===== config.mk =====
export PLATFORM = sky130hd
export DESIGN_NAME = can_fault_tracker
export DESIGN_NICKNAME = d
export VERILOG_FILES = /design/src/rtl/can_fc_pkg.sv /design/src/rtl/fc_counter.sv /design/src/rtl/fc_status.sv /design/src/rtl/fc_lastcode.sv /design/src/rtl/can_fault_tracker.sv
export SDC_FILE = /design/constraint.sdc
export NUM_CORES = 1
export LEC_CHECK = 0
export BUFFER_PORTS_ARGS = -buffer_cell sky130_fd_sc_hd__buf_2
export CELL_PAD_IN_SITES_DETAIL_PLACEMENT = 0
export CELL_PAD_IN_SITES_GLOBAL_PLACEMENT = 1
export CORE_ASPECT_RATIO = 0.5
export CORE_MARGIN = 10
export CORE_UTILIZATION = 35
export DETAILED_ROUTE_END_ITERATION = 6
export GPL_TIMING_DRIVEN = 0
export PLACE_DENSITY = 0.82
export SLEW_MARGIN = 40
export SYNTH_ARGS = -nofsm -noshare
export SYNTH_HDL_FRONTEND = slang
export SYNTH_SLANG_ARGS = --single-unit

===== constraint.sdc =====
create_clock -name clk -period 2.3 [get_ports clk]
set_input_delay 0.575 -clock clk [delete_from_list [all_inputs] [get_ports clk]]
set_output_delay 0.575 -clock clk [all_outputs]
set_load 0.005 [all_outputs]

===== src/rtl/can_fc_pkg.sv =====
package can_fc_pkg;

   typedef enum logic [2:0] {
      LEC_CLEAN   = 3'd0,
      LEC_STUFF   = 3'd1,
      LEC_FORM    = 3'd2,
      LEC_NOACK   = 3'd3,
      LEC_RECESS  = 3'd4,
      LEC_DOMIN   = 3'd5,
      LEC_CRC     = 3'd6,
      LEC_NOUPD   = 3'd7
   } lec_t;

   // protocol status word bit positions
   localparam int PS_BUSOFF  = 7;
   localparam int PS_WARN    = 6;
   localparam int PS_PASSIVE = 5;

   // event vector indices
   localparam int EV_WARN    = 0;
   localparam int EV_PASSIVE = 1;
   localparam int EV_BUSOFF  = 2;
   localparam int EV_N       = 3;

   function automatic logic lec_is_error(input logic [2:0] c);
      return (c != LEC_CLEAN) && (c != LEC_NOUPD);
   endfunction

endpackage


===== src/rtl/fc_counter.sv =====
module fc_counter #(
   parameter int W      = 8,
   parameter int INC    = 8,
   parameter bit STICKY = 1'b1
) (
   input  logic         clk,
   input  logic         rst_n,
   input  logic         inc,
   input  logic         dec,
   input  logic         frz,
   output logic [W-1:0] cnt,
   output logic         over
);
   localparam int MAXV = (1 << W) - 1;

   if (W < 2 || W > 16) begin : g_bad_w
      $error("fc_counter: W out of range");
   end
   if (INC < 1 || INC > MAXV) begin : g_bad_inc
      $error("fc_counter: INC out of range");
   end

   logic [W:0] sum;
   logic       wrap;

   assign sum  = {1'b0, cnt} + (W+1)'(INC);
   assign wrap = sum > (W+1)'(MAXV);

   always_ff @(posedge clk or negedge rst_n) begin
      if (!rst_n) begin
         cnt <= '0;
      end else if (!frz) begin
         if (inc) begin
            cnt <= wrap ? W'(MAXV) : sum[W-1:0];
         end else if (dec && cnt != '0) begin
            cnt <= cnt - 1'b1;
         end
      end
   end

   if (STICKY) begin : g_sticky
      always_ff @(posedge clk or negedge rst_n) begin
         if (!rst_n)                     over <= 1'b0;
         else if (!frz && inc && wrap)   over <= 1'b1;
      end
   end else begin : g_clear
      always_ff @(posedge clk or negedge rst_n) begin
         if (!rst_n)                     over <= 1'b0;
         else if (!frz && inc && wrap)   over <= 1'b1;
         else if (!frz && !inc && dec)   over <= 1'b0;
      end
   end


   frz_hold_chk: assert property (@(posedge clk) disable iff (!rst_n)
      frz |=> $stable(cnt));

   no_underflow_chk: assert property (@(posedge clk) disable iff (!rst_n)
      (dec && !inc && !frz && cnt == '0) |=> cnt == '0);

   step_chk: assert property (@(posedge clk) disable iff (!rst_n)
      (inc && !frz && int'(cnt) <= MAXV - INC)
      |=> {1'b0, cnt} == {1'b0, $past(cnt)} + (W+1)'(INC));

endmodule


===== src/rtl/fc_status.sv =====
module fc_status
   import can_fc_pkg::*;
#(
   parameter int TW       = 8,
   parameter int RW       = 7,
   parameter int WARN_LIM = 96,
   parameter int TXP_LIM  = 127
) (
   input  logic          clk,
   input  logic          rst_n,
   input  logic [TW-1:0] tec,
   input  logic [RW-1:0] rec,
   input  logic          rx_pass,
   input  logic          bus_off,
   output logic          warn,
   output logic          passive,
   output logic [EV_N-1:0] evt
);
   if (WARN_LIM >= (1 << TW) || WARN_LIM >= (1 << RW)) begin : g_bad_warn
      $error("fc_status: WARN_LIM does not fit a counter");
   end
   if (TXP_LIM >= (1 << TW) - 1) begin : g_bad_txp
      $error("fc_status: TXP_LIM does not fit the transmit counter");
   end

   logic [EV_N-1:0] cond, cond_q;

   assign warn    = (int'(tec) >= WARN_LIM) || (int'(rec) >= WARN_LIM);
   assign passive = (int'(tec) > TXP_LIM) || rx_pass;

   assign cond[EV_WARN]    = warn;
   assign cond[EV_PASSIVE] = passive;
   assign cond[EV_BUSOFF]  = bus_off;

   always_ff @(posedge clk or negedge rst_n) begin
      if (!rst_n) cond_q <= '0;
      else        cond_q <= cond;
   end

   for (genvar i = 0; i < EV_N; i++) begin : g_edge
      assign evt[i] = cond[i] & ~cond_q[i];
   end


   busoff_sticky_chk: assert property (@(posedge clk) disable iff (!rst_n)
      bus_off |=> bus_off);

   warn_pulse_chk: assert property (@(posedge clk) disable iff (!rst_n)
      evt[EV_WARN] |=> !evt[EV_WARN]);

   passive_pulse_chk: assert property (@(posedge clk) disable iff (!rst_n)
      evt[EV_PASSIVE] |=> !evt[EV_PASSIVE]);

endmodule


===== src/rtl/fc_lastcode.sv =====
module fc_lastcode
   import can_fc_pkg::*;
(
   input  logic       clk,
   input  logic       rst_n,
   input  logic       hit,
   input  logic [2:0] code,
   input  logic       rd,
   output lec_t       lec
);
   always_ff @(posedge clk or negedge rst_n) begin
      if (!rst_n)   lec <= LEC_NOUPD;
      else if (hit) lec <= lec_t'(code);
      else if (rd)  lec <= LEC_NOUPD;
   end


   lec_clear_chk: assert property (@(posedge clk) disable iff (!rst_n)
      (rd && !hit) |=> lec == LEC_NOUPD);

   lec_keep_chk: assert property (@(posedge clk) disable iff (!rst_n)
      (!hit && !rd) |=> $stable(lec));

endmodule


===== src/rtl/can_fault_tracker.sv =====
module can_fault_tracker
   import can_fc_pkg::*;
#(
   parameter int TEC_W    = 8,
   parameter int REC_W    = 7,
   parameter int TX_STEP  = 8,
   parameter int RX_STEP  = 1,
   parameter int WARN_LIM = 96,
   parameter int TXP_LIM  = 127
) (
   input  logic        clk,
   input  logic        rst_n,
   input  logic        err_pulse,
   input  logic [2:0]  err_code,
   input  logic        node_tx,
   input  logic        tx_done,
   input  logic        rx_done,
   input  logic        stat_rd,
   output logic [15:0] err_cnt_word,
   output logic [7:0]  proto_stat,
   output logic        warn_evt,
   output logic        passive_evt,
   output logic        busoff_evt
);
   localparam int WORD_W = 16;

   if (TEC_W + REC_W + 1 != WORD_W) begin : g_bad_layout
      $error("can_fault_tracker: counters must fill the 16-bit word");
   end

   logic             hit;
   logic [TEC_W-1:0] tec;
   logic [REC_W-1:0] rec;
   logic             bo, rp, warn, passive;
   logic [EV_N-1:0]  evt;
   lec_t             lec;

   assign hit = err_pulse && lec_is_error(err_code);

   fc_counter #(.W(TEC_W), .INC(TX_STEP), .STICKY(1'b1)) u_tec (
      .clk (clk), .rst_n (rst_n),
      .inc (hit & node_tx),
      .dec (tx_done & ~hit),
      .frz (bo),
      .cnt (tec), .over (bo)
   );

   fc_counter #(.W(REC_W), .INC(RX_STEP), .STICKY(1'b0)) u_rec (
      .clk (clk), .rst_n (rst_n),
      .inc (hit & ~node_tx),
      .dec (rx_done & ~hit),
      .frz (bo),
      .cnt (rec), .over (rp)
   );

   fc_status #(.TW(TEC_W), .RW(REC_W), .WARN_LIM(WARN_LIM), .TXP_LIM(TXP_LIM)) u_stat (
      .clk (clk), .rst_n (rst_n),
      .tec (tec), .rec (rec), .rx_pass (rp), .bus_off (bo),
      .warn (warn), .passive (passive), .evt (evt)
   );

   fc_lastcode u_lec (
      .clk (clk), .rst_n (rst_n),
      .hit (hit), .code (err_code), .rd (stat_rd),
      .lec (lec)
   );

   assign err_cnt_word = {rp, rec, tec};
   assign proto_stat   = {bo, warn, passive, 2'b00, lec};
   assign warn_evt     = evt[EV_WARN];
   assign passive_evt  = evt[EV_PASSIVE];
   assign busoff_evt   = evt[EV_BUSOFF];


   bad_code_chk: assert property (@(posedge clk) disable iff (!rst_n)
      (err_pulse && !lec_is_error(err_code) && !tx_done && !rx_done && !stat_rd)
      |=> $stable(err_cnt_word) && $stable(proto_stat));

   rx_pass_hold_chk: assert property (@(posedge clk) disable iff (!rst_n)
      $rose(rp) |-> rec == '1);

endmodule


==> results.md <==
* Yosys top cell area share at between 20% and 30%
* Vias/cell at between 5 and 6
* Die area at around 8000 sq um
* Slew HR at a little over three fifths
* Final Critical Period at about 2.1 ns
* Number of top-level pins at 37
* EDFF count, synth at 0
* Syn_area_per_cell at ~8.6 sq um
* Hpwl dp at ~3.1 mm
* Largest net degree at the start of global routing at 24
* Aggregate routed wire length at roughly 4.1 mm
* Drt pass-1 iters at 4
* DRC errors left at 0
* Starting Density at between 30% and 40%
* Core area at ~4500 sq um
* RSZ-0062 raised after global routing: no
* CP Cell Sequence: clkbuf_1 > inv_1 > ha_1 > nand3b_1 > nand4_1 > o21ai_2 > o21ai_0 > a221oi_1
* Clock Power Share at between 10 and 15%
* Area Growth Syn to Fin at 18.10%
* Arrival @ worst endpoint at about 2.3 ns
* Worst-Skew Late Latency at between 0.2 and 0.3 ns
* Ranking of synthesized cells by area: dfrtp_1, ha_1, dfstp_2
* Power per cell area at between 1000 and 1500 nW/um^2
* Critical Path Slowest Stage Cell: dfrtp_1
* CP Capture Type: register
* Setup slack, reg-to-reg at between 0.2 and 0.25 ns
* Final layout net count at approximately 260
* Sink Count at 23
* Switching Fraction at a little over two fifths
* Placed insts at ~300
* Post-synth cell types at 52
* First-pass GRT wire length at between 6 and 7 mm
* Count leader, synth: dfrtp_1
* Die H at 69.09 um
* Synth warnings at 0
* Clock transition at the registers of the reported paths at 0.09 ns
* Final non-filler cell total at 302
* Die width at ~120 um
* Setup Fix Bufs, Post-CTS at 0
* Final TNS setup at 0 ns
* Status: completed
* Ys flop type: dfrtp_1
* Overflow after GRT at 0
* Slew Viols, Final at 0
* Port Buffer Count at 34
* CTS tree: yes
* Max Fclk at 478.1 MHz
* Vias after detailed routing at about 1500
* Worst vdd ir at roughly 0.27 mV
* Crit Reg-Reg Startpoint: u_tec.cnt[3]
* Drt initial violations at 56
* CP Launch Type: register
* Vias in the first global route at about 1400
* Placement Rows at 17
* Worst EP required at around 2.5 ns
* WHS at between 0.2 and 0.3 ns
* P_leak at 0.8816 nW
* Top post-synthesis cells by count: dfrtp_1, a21oi_1, nand2_1, nor2_1, o21ai_0
* ANT nets after route at 0
* Power Internal at 1.180 mW
* Final Cycle Share at between 90% and 100%
* Cell area after synthesis at approximately 1700 sq um
* N_diodes at 0
* Clk buf depth at 2
* Max-cap violations at 0
* Share of layout cells above drive strength 1 at a little over a quarter
* Least-Margin Pin Slew at ~0.55 ns
* Fin. Hold Viols at 0
* Gr usage total at under 10%
* Setup violations, final at 0
* Initial antenna violation count at 0
* Async S/R FF share, synth at 100.0%
* Util after Layout at 43.97%
* Worst Hold Class: primary input to asynchronous set/reset pin
* Routed WL per cell at 13.69 um
* Post-CTS Hold Fix Bufs at 0
* Cells after synthesis at just under 200
* Worst path max stage delay at roughly 0.37 ns
* Register area share after synthesis at between 30% and 40%
* Clock root cell: clkbuf_8
* Num CTS Buffers at 3
* Crit Path Max Fanout at 8
* Skew final at 0.003688 ns
* H-tree depth at 1
* WS Path Type: register to register
* Gpl congestion at roughly 0.8
* Part of the power in registers at 37.2%
* Synth Register Bits at 23
* Area leader, netlist: dfrtp_1
* Switching power at just over 0.9 mW
* Combinational power share at 50.4%
* Launching element of the worst setup path: u_tec.cnt[3]
==> worst max-delay path: cells and delay by family, from the launching register on <==
kind	cells	cell delay, ns
DFF	1	0.37
AOI/OAI and AO/OA	3	0.71
buffers and inverters	2	0.40
adders and majority gates	1	0.33
and+or+nand+nor	2	0.20
==> kinds of logic after synthesis <==
kind of cell,share of synthesized area (%)
compound gates,23.89
xor+xnor,1.558
fa+ha+maj,5.935
buf+inv,8.085
flops,34.35
mux,2.745
other cells,0.2223
simple gates,23.22
==> sequential cells by signal, summed over array words and instances, names as in the netlist <==
signal	flops
u_tec.cnt	8
u_rec.cnt	7
u_lec.lec	3
u_stat.cond_q	3
u_rec.over	1
u_tec.over	1
==> layout make-up <==
cell class / instances / area [sq um]
buffer: 16 / 95.09
clock buffer: 4 / 45.04
fill: 482 / 2539
inverter: 11 / 41.29
multi-input combinational: 148 / 978.4
sequential: 23 / 579.3
tap: 66 / 82.58
timing repair buffer: 34 / 170.2
==> timing repair <==
action | in CTS | in global routing
endpoints found under the setup margin | 3 | 2
hold endpoints to repair | 0 | 0
resized for setup | 1 | 1
==> final timing paths <==
kind	depth (start not counted)	to
min in group clk	1	u_stat.cond_q[1]
worst min register to register	1	u_stat.cond_q[1]
max in group asynchronous	1	u_lec.lec[0]
worst max register to register	8	u_tec.cnt[2]
worst min-delay path	1	u_tec.cnt[1]
worst max-delay path	8	u_tec.cnt[2]
==> power by group through the flow <==
stage | Clock, mW | Combinational, mW | Sequential, mW
after global placement | 0 | 1.04 | 0.780
after detailed placement | 0 | 1.05 | 0.788
final | 0.258 | 1.05 | 0.779
after CTS | 0.271 | 1.06 | 0.779
after floorplan | 0 | 0.708 | 0.754
after global routing | 0.288 | 1.18 | 0.815
==> through the flow <==
| step | total power, mW | worst slack (ns) | area (sq um) |
|---|---|---|---|
| 5_1_grt | 2.287 | 0.04445 | 1992 |
| 3_3_place_gp | 1.819 | -0.09723 | 1943 |
| 2_1_floorplan | 1.462 | 0.1531 | 1690 |
| 4_1_cts | 2.110 | 0.08183 | 1988 |
| 6_report | 2.092 | 0.2085 | 1992 |
| 3_5_place_dp | 1.840 | -0.08035 | 1943 |
==> cell usage in the layout (no fill, tap or decap), types with 3 or more instances in the layout <==
master,n
ha_1,8
clkbuf_8,3
nand3_1,11
or3_1,3
a31oi_1,7
buf_4,6
o21ai_2,3
nand2_1,15
clkbuf_1,5
o21ai_0,11
inv_1,11
dfrtp_1,20
or2_2,3
nand2b_1,4
nor3_1,6
buf_2,38
and3_1,4
nor2_1,14
a21oi_1,15
dfstp_2,3
==> layer usage <==
| metal | wire, um | track usage [%] |
|---|---|---|
| met5 | 0 | 0 |
| met4 | 34 | 2.426 |
| met3 | 193 | 2.348 |
| met2 | 1975 | 16.00 |
| met1 | 1930 | 12.38 |
No activity file was read; power rests on OpenSTA's default activity.
